## src/rtl/sr_prot_pkg.sv

```systemverilog
package sr_prot_pkg;
  localparam int unsigned SR_W     = 8;
  localparam int unsigned B_LOCK   = 7;
  localparam int unsigned B_RNG_HI = 3;
  localparam int unsigned B_RNG_LO = 2;
  localparam int unsigned B_WEL    = 1;
  localparam int unsigned B_BUSY   = 0;

  typedef enum logic [1:0] {
    RNG_NONE    = 2'b00,
    RNG_QUARTER = 2'b01,
    RNG_HALF    = 2'b10,
    RNG_ALL     = 2'b11
  } rng_code_e;

  typedef struct packed {
    logic      lock;
    rng_code_e rng;
  } nv_bits_t;
endpackage

```

## src/rtl/sr_range_check.sv

```systemverilog
module sr_range_check
  import sr_prot_pkg::*;
#(
  parameter int unsigned ADDR_W = 13
) (
  input  rng_code_e         rng_i,
  input  logic [ADDR_W-1:0] addr_i,
  output logic              prot_o
);
  localparam int unsigned TOP_LSB = ADDR_W - 2;

  logic [1:0] top;
  assign top = addr_i[TOP_LSB +: 2];

  always_comb begin
    unique case (rng_i)
      RNG_NONE:    prot_o = 1'b0;
      RNG_QUARTER: prot_o = (top == 2'b11);
      RNG_HALF:    prot_o = top[1];
      default:     prot_o = 1'b1;
    endcase
  end
endmodule

```

## src/rtl/sr_write_gate.sv

```systemverilog
module sr_write_gate (
  input  logic clk_i,
  input  logic rst_ni,
  input  logic wr_status_i,
  input  logic wr_array_i,
  input  logic wel_i,
  input  logic busy_i,
  input  logic lock_i,
  input  logic wp_pin_i,
  input  logic prot_i,
  output logic status_grant_o,
  output logic status_deny_o,
  output logic array_grant_o,
  output logic array_deny_o
);
  logic hw_lock;
  logic ok_base;

  // lock follows whichever of lock bit / pin low came last: pure level AND
  assign hw_lock        = lock_i & ~wp_pin_i;
  assign ok_base        = wel_i & ~busy_i;
  assign status_grant_o = wr_status_i & ok_base & ~hw_lock;
  assign status_deny_o  = wr_status_i & ~status_grant_o;
  assign array_grant_o  = wr_array_i & ok_base & ~prot_i;
  assign array_deny_o   = wr_array_i & ~array_grant_o;

  assert_busy_blocks_R10: assert property (@(posedge clk_i) disable iff (!rst_ni)
    busy_i |-> !(status_grant_o || array_grant_o));
  assert_one_verdict_R7: assert property (@(posedge clk_i) disable iff (!rst_ni)
    wr_array_i |-> (array_grant_o ^ array_deny_o));
endmodule

```

## src/rtl/sr_status_store.sv

```systemverilog
module sr_status_store
  import sr_prot_pkg::*;
(
  input  logic            clk_i,
  input  logic            rst_ni,
  input  logic            soft_rst_i,
  input  logic            busy_i,
  input  logic            set_wel_i,
  input  logic            clr_wel_i,
  input  logic            nv_we_i,
  input  nv_bits_t        nv_din_i,
  output logic            wel_o,
  output nv_bits_t        nv_o,
  output logic [SR_W-1:0] status_o
);
  logic     wel_q;
  nv_bits_t nv_q, frz_q, view;

  always_ff @(posedge clk_i or negedge rst_ni) begin
    if (!rst_ni) begin
      wel_q <= 1'b0;
    end else if (soft_rst_i || clr_wel_i) begin
      wel_q <= 1'b0;
    end else if (set_wel_i) begin
      wel_q <= 1'b1;
    end
  end

  // persistent bits: power-on reset only
  always_ff @(posedge clk_i or negedge rst_ni) begin
    if (!rst_ni) begin
      nv_q <= '{lock: 1'b0, rng: RNG_NONE};
    end else if (nv_we_i) begin
      nv_q <= nv_din_i;
    end
  end

  // snapshot kept while a program cycle runs
  always_ff @(posedge clk_i or negedge rst_ni) begin
    if (!rst_ni) begin
      frz_q <= '{lock: 1'b0, rng: RNG_NONE};
    end else if (!busy_i) begin
      frz_q <= nv_q;
    end
  end

  assign view  = busy_i ? frz_q : nv_q;
  assign wel_o = wel_q;
  assign nv_o  = nv_q;

  always_comb begin
    status_o           = '0;
    status_o[B_LOCK]   = view.lock;
    status_o[B_RNG_HI] = view.rng[1];
    status_o[B_RNG_LO] = view.rng[0];
    status_o[B_WEL]    = wel_q;
    status_o[B_BUSY]   = busy_i;
  end

  assert_wel_drops_R3: assert property (@(posedge clk_i) disable iff (!rst_ni)
    clr_wel_i |=> !wel_o);
  assert_soft_keeps_nv_R2: assert property (@(posedge clk_i) disable iff (!rst_ni)
    (soft_rst_i && !nv_we_i) |=> $stable(nv_o));
endmodule

```

## src/rtl/sr_protect_unit.sv

```systemverilog
module sr_protect_unit
  import sr_prot_pkg::*;
#(
  parameter int unsigned ADDR_W = 13
) (
  input  logic              clk_i,
  input  logic              rst_ni,
  input  logic              soft_rst_i,
  input  logic              wp_pin_i,
  input  logic              busy_i,
  input  logic              set_wel_i,
  input  logic              clr_wel_i,
  input  logic              wr_status_i,
  input  logic [SR_W-1:0]   status_din_i,
  input  logic              wr_array_i,
  input  logic [ADDR_W-1:0] array_addr_i,
  output logic [SR_W-1:0]   status_o,
  output logic              status_grant_o,
  output logic              status_deny_o,
  output logic              array_grant_o,
  output logic              array_deny_o,
  output logic              addr_protected_o
);
  logic     wel;
  logic     any_clr;
  nv_bits_t nv, nv_din;

  assign any_clr     = clr_wel_i | wr_status_i | wr_array_i;
  assign nv_din.lock = status_din_i[B_LOCK];
  assign nv_din.rng  = rng_code_e'({status_din_i[B_RNG_HI], status_din_i[B_RNG_LO]});

  sr_range_check #(.ADDR_W(ADDR_W)) u_range (
    .rng_i  (nv.rng),
    .addr_i (array_addr_i),
    .prot_o (addr_protected_o)
  );

  sr_write_gate u_gate (
    .clk_i          (clk_i),
    .rst_ni         (rst_ni),
    .wr_status_i    (wr_status_i),
    .wr_array_i     (wr_array_i),
    .wel_i          (wel),
    .busy_i         (busy_i),
    .lock_i         (nv.lock),
    .wp_pin_i       (wp_pin_i),
    .prot_i         (addr_protected_o),
    .status_grant_o (status_grant_o),
    .status_deny_o  (status_deny_o),
    .array_grant_o  (array_grant_o),
    .array_deny_o   (array_deny_o)
  );

  sr_status_store u_store (
    .clk_i      (clk_i),
    .rst_ni     (rst_ni),
    .soft_rst_i (soft_rst_i),
    .busy_i     (busy_i),
    .set_wel_i  (set_wel_i),
    .clr_wel_i  (any_clr),
    .nv_we_i    (status_grant_o),
    .nv_din_i   (nv_din),
    .wel_o      (wel),
    .nv_o       (nv),
    .status_o   (status_o)
  );

  assert_cmd_onehot_R3: assert property (@(posedge clk_i) disable iff (!rst_ni)
    $onehot0({set_wel_i, clr_wel_i, wr_status_i, wr_array_i}));
  assert_grant_needs_wel_R4: assert property (@(posedge clk_i) disable iff (!rst_ni)
    (status_grant_o || array_grant_o) |-> status_o[B_WEL]);
  assert_no_prot_write_R7: assert property (@(posedge clk_i) disable iff (!rst_ni)
    array_grant_o |-> !addr_protected_o);
  assert_nv_only_on_grant_R4: assert property (@(posedge clk_i) disable iff (!rst_ni)
    !status_grant_o |=> $stable(nv));
  assert_freeze_R9: assert property (@(posedge clk_i) disable iff (!rst_ni)
    (busy_i && $past(busy_i)) |-> $stable(status_o[7:2]));
  assert_busy_flag_R8: assert property (@(posedge clk_i) disable iff (!rst_ni)
    $rose(busy_i) |-> status_o[B_BUSY]);
  assert_unused_zero_R1: assert property (@(posedge clk_i) disable iff (!rst_ni)
    status_o[6:4] == 3'b000);
endmodule

```

## config.mk

```make
export PLATFORM = sky130hd
export DESIGN_NAME = sr_protect_unit
export DESIGN_NICKNAME = d
export VERILOG_FILES = /design/src/rtl/sr_prot_pkg.sv /design/src/rtl/sr_range_check.sv /design/src/rtl/sr_write_gate.sv /design/src/rtl/sr_status_store.sv /design/src/rtl/sr_protect_unit.sv
export SDC_FILE = /design/constraint.sdc
export NUM_CORES = 1
export LEC_CHECK = 0
export ABC_AREA = 0
export BUFFER_PORTS_ARGS = -buffer_cell sky130_fd_sc_hd__buf_2
export CAP_MARGIN = 20
export CORE_MARGIN = 2
export CORE_UTILIZATION = 28
export DETAILED_ROUTE_END_ITERATION = 8
export PLACE_DENSITY = 0.77
export SLEW_MARGIN = 20
export SYNTH_ARGS = -nofsm -noshare
export SYNTH_HDL_FRONTEND = slang
export SYNTH_SLANG_ARGS = --single-unit
```

## constraint.sdc

```tcl
create_clock -name clk_i -period 1.15 [get_ports clk_i]
set_input_delay 0.23 -clock clk_i [delete_from_list [all_inputs] [get_ports clk_i]]
set_output_delay 0.23 -clock clk_i [all_outputs]
set_load 0.01 [all_outputs]
```

==> out/results.txt, run 1 <==
fillcell total -> 111
reg2reg end -> u_store.nv_o[1]
io pins -> 43
max incr delay on CP -> 0.39 ns
Final nets -> 96
most frequent cells in the layout -> buf_2, buf_6, dfrtp_1
peak supply drop -> 0.000917 V
P&R area growth vs syn -> 82.8%
final setup fails -> 11
routability cong. -> 0.685
Met1 Wirelength -> 345 um
slowest CP cell -> dfrtp_1
TritonCTS clock tree -> yes
Antenna Violating Nets Remaining -> 0
Final period util -> 1.35
Iter 0 DRT Violations -> 5
Final Util -> 0.539
clock insertion delay at the later pin of the skew report -> 0.25 ns
number of diodes -> 0
Core ar. -> 1280 um2
unrepaired setup endpoints after global routing -> true
CTS Sinks -> 7
Die Y -> 40.8 um
Initial Util -> 0.295
commonest non-fill, non-tap cell in the layout -> buf_2
layout cells sized above 1 -> 0.723
Reg2Reg Setup Slack -> -0.15 ns
clock slew at reported path FFs -> 0.05 ns
grt ovf -> 0
Yosys top cell by area -> dfrtp_1
Synth Area per Inst -> 12.2 um2
crit path max fanout -> 3
largest net degree at the start of global routing -> 8
IO Port Bufs -> 23
Pwr per Cell Area -> 1110 nW/um2
Post-route DRC -> 0
Yosys Warn Count -> 0
clk root buf -> clkbuf_4
reg-to-reg startpoint -> u_store.wel_o
Synth Register Bits -> 7
worst clock skew -> 0.00205 ns
critical path, cell by cell -> o21a_1 > a31oi_4 > and3_4 > buf_6
DR WL/cell -> 12.0 um
first-pass GRT wire length -> 1360 um
DR top layer -> met3
critical path capture point type -> primary output
CP Class -> flop to primary output
Cell Area, Synth -> 379 um2
Hold Slack -> 0.194 ns
gr usage total -> 0.139
worst hold start -> set_wel_i
Post-Route WL -> 962 um
row count -> 13
worst endpoint required time -> 0.92 ns
Cells after Synth -> 31
vias in the first global route -> 346
Placed Cells -> 72
clock period minus worst slack -> 1.56 ns
Detailed Routing Iterations Pass 1 -> 2
WL met3 -> 90 um
Worst Path Buf+Inv -> 1
Synth cell types -> 16
Num CTS Buffers -> 3
Max Clk Rate -> 642 MHz
die area -> 1660 um2
Final Instance Count excl. Fillers -> 80
via/cell ratio -> 4.34
# H-tree levels -> 1
Setup WS post-layout -> -0.408 ns
Final Hold Violating Endpoints -> 0
failing checks -> negative setup slack
Area contributors post-synth -> dfrtp_1, mux2_4, buf_4
Setup crit start kind -> flop
initial antenna violation count -> 0
Leakage -> 0.362 nW
Crit path arrival time -> 1.33 ns
routed via count -> 347
Seq/Total Area, Yosys -> 0.462
top cell type's share of synthesized area -> 0.462
status -> finished, violations left
pre-CTS WS -> -0.210 ns
Hold Path Class -> input port to flop
R2R cell count -> 5
Sum Neg Setup Slack -> -2.86 ns
fin. max-slew vios -> 0
max_cap viols -> 0
die width -> 40.8 um
maximum clock path buffer count -> 2
hold path depth -> 2
Worst path top cell family by delay -> flip-flops
met2 wire length -> 526 um
Hold Crit Endpoint -> u_store.wel_o
## cells by family after synthesis
kind of cell / synth area share
other: 0.00989
flip-flops: 0.462
AO/OA/AOI/OAI: 0.0759
buffers and inverters: 0.139
multiplexers: 0.208
AND/OR/NAND/NOR: 0.106
## report_power, final
part	internal [W]	leakage [nW]	total [W]	switching, W
registers	0.000278	0.0936	0.000295	0.0000170
clock network	0.000132	0.0150	0.000220	0.0000876
logic	0.000161	0.253	0.000253	0.0000918
## final cells by class
class                   count  area, um2  area share
flip-flops and latches      7        175       0.253
clock buffers               4       26.3      0.0379
well taps                  15       18.8      0.0271
multi-input cells          19        201       0.291
repair buffers             34        268       0.386
inverters                   1       3.75     0.00542
## routing by layer
layer / vias to the layer above / global-route usage
met2: 18 / 0.246
li1: 167 / -
met4: 0 / 0.0500
met5: - / 0
met1: 162 / 0.127
met3: 0 / 0.0870
## worst max-delay path by stage
| stage | start | to | slack [ns] | depth (start not counted) |
|---|---|---|---|---|
| after floorplan | u_store.wel_o | status_deny_o | -0.06 | 4 |
| after global placement | u_store.nv_o[0] | array_grant_o | -0.17 | 4 |
| after detailed placement | u_store.nv_o[0] | array_grant_o | -0.21 | 4 |
| after CTS | u_store.nv_o[0] | array_grant_o | -0.43 | 4 |
| after global routing | u_store.nv_o[0] | array_grant_o | -0.48 | 4 |
| final | u_store.nv_o[0] | array_grant_o | -0.41 | 4 |
## flip-flops by register name, indices dropped and copies added (netlist names)
signal         cells
u_store.nv_o       3
u_store.wel_o      1
u_store.frz_q      3
## metrics by stage
stage | area [um2] | total power [W]
2_1_floorplan | 399 | 0.000382
3_3_place_gp | 549 | 0.000462
3_5_place_dp | 549 | 0.000470
4_1_cts | 661 | 0.000762
5_1_grt | 693 | 0.000826
6_report | 693 | 0.000768
## repair_timing
item	CTS	global route
setup endpoints to repair	11	12
endpoints found under the hold margin	7	0
gates cloned	0	0
hold buffers	1	0
setup buffers	2	2
pin swaps	1	3
resized for setup	13	5
## cells in the mapped netlist (all sizes together)
master and n:
a31oi 1, o21a 2, mux2 6, nor2b 1, nor4 1, a21boi 1
nand2b 1, conb 1, and3 2, and2b 1, inv 1, buf 6
dfrtp 7
No activity file was read; power rests on OpenSTA's default activity.
==> run 2: changes to the inputs <==
CORE_MARGIN = default   (was 2)
==> run 2 against run 1 <==
The run still ends with negative setup slack left. Non-clock buffer count up 2. Critical endpoint is now status_o[2]. Flip-flop and latch count unchanged. Register-to-register slack better by 0.03 ns. Highest routed layer unchanged. Global-route usage up 0.89 points. Combinational power down 5%. Clock power down 2%. Sequential share of layout area down 0.091 points. First-iteration DRC count down 40%. Total power down 2.5%. Sequential power about the same. Cell area up 0.36%.
==> out/results.txt, run 2 (synthesis results as in run 1) <==
status -> finished, violations left
failing checks -> negative setup slack
max_cap viols -> 0 (unchanged)
largest net degree at the start of global routing -> 8 (unchanged)
Final Instance Count excl. Fillers -> 81 (+1.3%)
final setup fails -> 11 (unchanged)
Setup crit start kind -> flop
Num CTS Buffers -> 3 (unchanged)
Post-route DRC -> 0 (unchanged)
worst clock skew -> 0.00195 ns (-0.0000994 ns)
initial antenna violation count -> 0 (unchanged)
via/cell ratio -> 4.33 (about the same)
Hold Path Class -> input port to flop
Setup WS post-layout -> -0.368 ns (+0.0397 ns)
gr usage total -> 0.148 (+0.00887)
Max Clk Rate -> 659 MHz (+2.6%)
Reg2Reg Setup Slack -> -0.12 ns (+0.03 ns)
critical path capture point type -> primary output
die area -> 1510 um2 (-9.6%)
Final nets -> 98 (+2.1%)
peak supply drop -> 0.000486 V (-47%)
unrepaired setup endpoints after global routing -> true
Antenna Violating Nets Remaining -> 0 (unchanged)
CTS Sinks -> 7 (unchanged)
Sum Neg Setup Slack -> -2.45 ns (+0.410 ns)
post-route design area -> 696 um2 (+0.36%)
DR WL/cell -> 10.5 um (-13%)
worst endpoint required time -> 0.92 ns (about the same)
grt ovf -> 0 (unchanged)
Final Util -> 0.586 (+0.0471)
most frequent cells in the layout -> buf_2, buf_6, buf_4, dfrtp_1, mux2_4
Detailed Routing Iterations Pass 1 -> 2 (unchanged)
fin. max-slew vios -> 0 (unchanged)
Core ar. -> 1190 um2 (-7.7%)
Placement Cell Area -> 551 um2 (+0.23%)
pre-CTS WS -> -0.144 ns (+0.0663 ns)
layout cells sized above 1 -> 0.716 (-0.00666)
die width -> 38.8 um (-4.9%)
clock slew at reported path FFs -> 0.05 ns (about the same)
worst hold start -> status_din_i[2]
fillcell total -> 109 (-1.8%)
clock insertion delay at the later pin of the skew report -> 0.24 ns (about the same)
Initial Util -> 0.320 (+0.0246)
clock period minus worst slack -> 1.52 ns (-0.0397 ns)
commonest non-fill, non-tap cell in the layout -> buf_2
Iter 0 DRT Violations -> 3 (-2)
Crit path arrival time -> 1.29 ns (-0.04 ns)
row count -> 12 (-1)
Placed Cells -> 73 (+1.4%)
crit path max fanout -> 2 (-1)
first-pass GRT wire length -> 1390 um (+2.0%)
routability cong. -> 0.683 (-0.32%)
IO Port Bufs -> 23 (unchanged)
clk root buf -> clkbuf_4
hold path depth -> 2 (unchanged)
maximum clock path buffer count -> 2 (unchanged)
Hold Crit Endpoint -> u_store.nv_o[0]
TritonCTS clock tree -> yes
# H-tree levels -> 1 (unchanged)
CP Class -> flop to primary output
Final Hold Violating Endpoints -> 0 (unchanged)
Leakage -> 0.374 nW (+3.3%)
Final period util -> 1.32 (-0.0345)
routed via count -> 351 (+1.2%)
number of diodes -> 0 (unchanged)
Die Y -> 38.8 um (-4.9%)
reg-to-reg startpoint -> u_store.wel_o
vias in the first global route -> 346 (unchanged)
Pwr per Cell Area -> 1080 nW/um2 (-2.9%)
dpl hpwl -> 623 um
reg2reg end -> u_store.nv_o[2]
R2R cell count -> 5 (unchanged)
P&R area growth vs syn -> 83.5%
io pins -> 43 (unchanged)
Post-Route WL -> 850 um (-12%)
-- run 2: cell count changes in the layout (fill, tap and decap cells not counted), sizes merged --
cell  previous run  this run
buf             33        35
-- run 2: repair_timing --
action,in CTS,in global routing
hold buffers,1,0
pin swaps,2,2
setup endpoints to repair,11,12
endpoints found under the hold margin,7,0
setup buffers,4,1
gates resized for setup,16,3
-- run 2: how the worst max path moves through the flow --
stage | endpoint | slack (ns) | cells past startpoint | startpoint
after floorplan | status_deny_o | -0.06 | 4 | u_store.wel_o
final | status_o[2] | -0.37 | 4 | u_store.nv_o[0]
after detailed placement | array_grant_o | -0.14 | 4 | u_store.nv_o[0]
after global routing | array_grant_o | -0.43 | 4 | u_store.nv_o[0]
after global placement | array_grant_o | -0.12 | 4 | u_store.nv_o[0]
after CTS | array_grant_o | -0.39 | 4 | u_store.nv_o[0]
-- run 2: worst max-delay path: stages (launching register included) --
cell and delay, ns:
dfrtp_1 0.37, buf_4 0.15, buf_4 0.13, mux2_4 0.27
buf_6 0.12
-- run 2: layout make-up --
| class | count | area, um2 | area share |
|---|---|---|---|
| Clock buffer | 4 | 26.3 | 0.0378 |
| Inverter | 1 | 3.75 | 0.00540 |
| Multi-Input combinational cell | 19 | 201 | 0.290 |
| Sequential cell | 7 | 175 | 0.252 |
| Tap cell | 14 | 17.5 | 0.0252 |
| Timing Repair Buffer | 36 | 272 | 0.390 |
-- run 2: power breakdown --
part | switching (W) | internal [W]
logic | 0.0000883 | 0.000153
registers | 0.0000146 | 0.000278
clock network | 0.0000827 | 0.000132
total | 0.000186 | 0.000563
-- run 2: layer usage --
metal,share of wire,GRT usage,up-vias
li1,-,-,171
met1,0.43,0.149,161
met2,0.49,0.238,19
met3,0.081,0.0694,0
met4,0,0.103,0
met5,0,0,-
-- run 2: through the flow --
step                      hold slack [ns]  total power (W)
after floorplan                   -0.0656         0.000382
after global placement             0.0699         0.000459
after detailed placement           0.0666         0.000464
after CTS                           0.202         0.000748
after global routing                0.191         0.000808
final                               0.213         0.000749
==> run 3: changes to the inputs <==
RECOVER_POWER = 100   (was default)
TNS_END_PERCENT = 30   (was default)
==> run 3 against run 2 <==
Via count shrank 5.1%. Critical path depth stayed put. Clock power up 5%. Largest cell class unchanged. The flow still finishes with violations (negative setup slack).
==> out/results.txt, run 3 (synthesis results as in run 1) <==
Num CTS Buffers -> 3 (unchanged)
clk root buf -> clkbuf_4
row count -> 12 (unchanged)
Max Clk Rate -> 647 MHz (-1.8%)
initial antenna violation count -> 0 (unchanged)
clock slew at reported path FFs -> 0.05 ns (about the same)
failing checks -> negative setup slack
Hold Path Class -> input port to flop
status -> finished, violations left
crit path max fanout -> 3 (+1)
Post-Route WL -> 802 um (-5.6%)
Placement Cell Area -> 556 um2 (+0.91%)
die area -> 1510 um2 (unchanged)
R2R cell count -> 4 (-1)
maximum clock path buffer count -> 2 (unchanged)
worst clock skew -> 0.000814 ns (-0.00113 ns)
reg2reg end -> u_store.nv_o[0]
post-route design area -> 623 um2 (-10%)
Sum Neg Setup Slack -> -2.43 ns (+0.0147 ns)
routed via count -> 333 (-5.1%)
Pwr per Cell Area -> 1170 nW/um2 (+8.7%)
routability cong. -> 0.703 (+2.9%)
Setup WS post-layout -> -0.396 ns (-0.0277 ns)
CP Class -> flop to primary output
Reg2Reg Setup Slack -> -0.05 ns (+0.07 ns)
gr usage total -> 0.132 (-0.0156)
Setup crit start kind -> flop
Post-route DRC -> 0 (unchanged)
final setup fails -> 11 (unchanged)
grt ovf -> 0 (unchanged)
Crit path arrival time -> 1.32 ns (+0.03 ns)
fillcell total -> 120 (+10%)
CTS Sinks -> 7 (unchanged)
clock insertion delay at the later pin of the skew report -> 0.25 ns (about the same)
vias in the first global route -> 326 (-5.8%)
DR WL/cell -> 10.4 um (-0.75%)
IO Port Bufs -> 23 (unchanged)
# H-tree levels -> 1 (unchanged)
Final nets -> 94 (-4.1%)
CP endpoint -> array_grant_o
P&R area growth vs syn -> 64.4%
unrepaired setup endpoints after global routing -> true
fin. max-slew vios -> 0 (unchanged)
number of diodes -> 0 (unchanged)
Leakage -> 0.330 nW (-12%)
Core ar. -> 1190 um2 (unchanged)
worst setup path startpoint -> u_store.nv_o[0]
die width -> 38.8 um (unchanged)
Die Y -> 38.8 um (unchanged)
critical path capture point type -> primary output
TritonCTS clock tree -> yes
first-pass GRT wire length -> 1260 um (-8.9%)
io pins -> 43 (unchanged)
Initial Util -> 0.320 (unchanged)
via/cell ratio -> 4.32 (-0.20%)
Iter 0 DRT Violations -> 3 (unchanged)
layout cells sized above 1 -> 0.635 (-0.0815)
largest net degree at the start of global routing -> 8 (unchanged)
commonest non-fill, non-tap cell in the layout -> buf_2
Detailed Routing Iterations Pass 1 -> 2 (unchanged)
max_cap viols -> 0 (unchanged)
most frequent cells in the layout -> buf_2, dfrtp_1, buf_6, buf_4
Final Hold Violating Endpoints -> 0 (unchanged)
clock period minus worst slack -> 1.55 ns (+0.0277 ns)
reg-to-reg startpoint -> u_store.wel_o
worst endpoint required time -> 0.92 ns (about the same)
Antenna Violating Nets Remaining -> 0 (unchanged)
Final period util -> 1.34 (+0.0241)
peak supply drop -> 0.000438 V (-9.9%)
[run 3: cell types whose count changed in the layout (fill, tap and decap cells not counted), sizes merged]
cell,before,now
clkbuf,4,8
buf,35,27
[run 3: per-layer routing]
metal,GRT usage,part of all wire,vias to the layer above
met5,0,0,-
met4,0.0776,0,0
met3,0.0694,0.061,0
met2,0.213,0.52,14
met1,0.135,0.42,155
li1,-,-,164
[run 3: through the flow]
step	hold WS, ns	setup WS (ns)	instances	total power, W	utilization
2_1_floorplan	-0.0656	-0.0560	33	0.000382	-
3_3_place_gp	0.0706	-0.160	72	0.000464	0.468
3_5_place_dp	0.0740	-0.180	72	0.000471	0.468
4_1_cts	0.186	-0.418	77	0.000753	0.532
5_1_grt	0.196	-0.449	77	0.000774	0.525
6_report	0.200	-0.396	77	0.000729	0.525
[run 3: layout make-up]
class | count | area (um2) | share of cell area
Clock buffer | 4 | 26.3 | 0.0422
Multi-Input combinational cell | 19 | 178 | 0.285
Inverter | 1 | 3.75 | 0.00602
Timing Repair Buffer | 32 | 223 | 0.357
Tap cell | 14 | 17.5 | 0.0281
Sequential cell | 7 | 175 | 0.281
[run 3: report_power, final]
part	switching [W]	total [W]	leakage, nW	internal (W)
combinational	0.0000790	0.000210	0.221	0.000131
sequential	0.0000148	0.000293	0.0936	0.000278
clock	0.0000937	0.000226	0.0150	0.000133
total	0.000188	0.000729	0.330	0.000541
[run 3: worst min-delay path by stage]
stage,startpoint,to,slack (ns),cells after the start
floorplan,rst_ni,u_store.frz_q[0],-0.07,0
global placement,rst_ni,u_store.wel_o,0.07,1
global route,set_wel_i,u_store.wel_o,0.20,2
CTS,set_wel_i,u_store.wel_o,0.19,2
detailed placement,rst_ni,u_store.wel_o,0.07,1
finish,set_wel_i,u_store.wel_o,0.20,2
[run 3: repair_timing]
action	4_1_cts	5_1_grt
buffers inserted	0	0
resized for setup	8	1
hold buffers	1	0
endpoints found under the hold margin	7	0
endpoints found under the setup margin	11	12
[run 3: worst max-delay path, cell delays in order, from the launching register on]
cell and delay [ns]:
dfrtp_1 0.39, o21a_1 0.19, a31oi_2 0.17, and3_2 0.20, buf_2 0.12
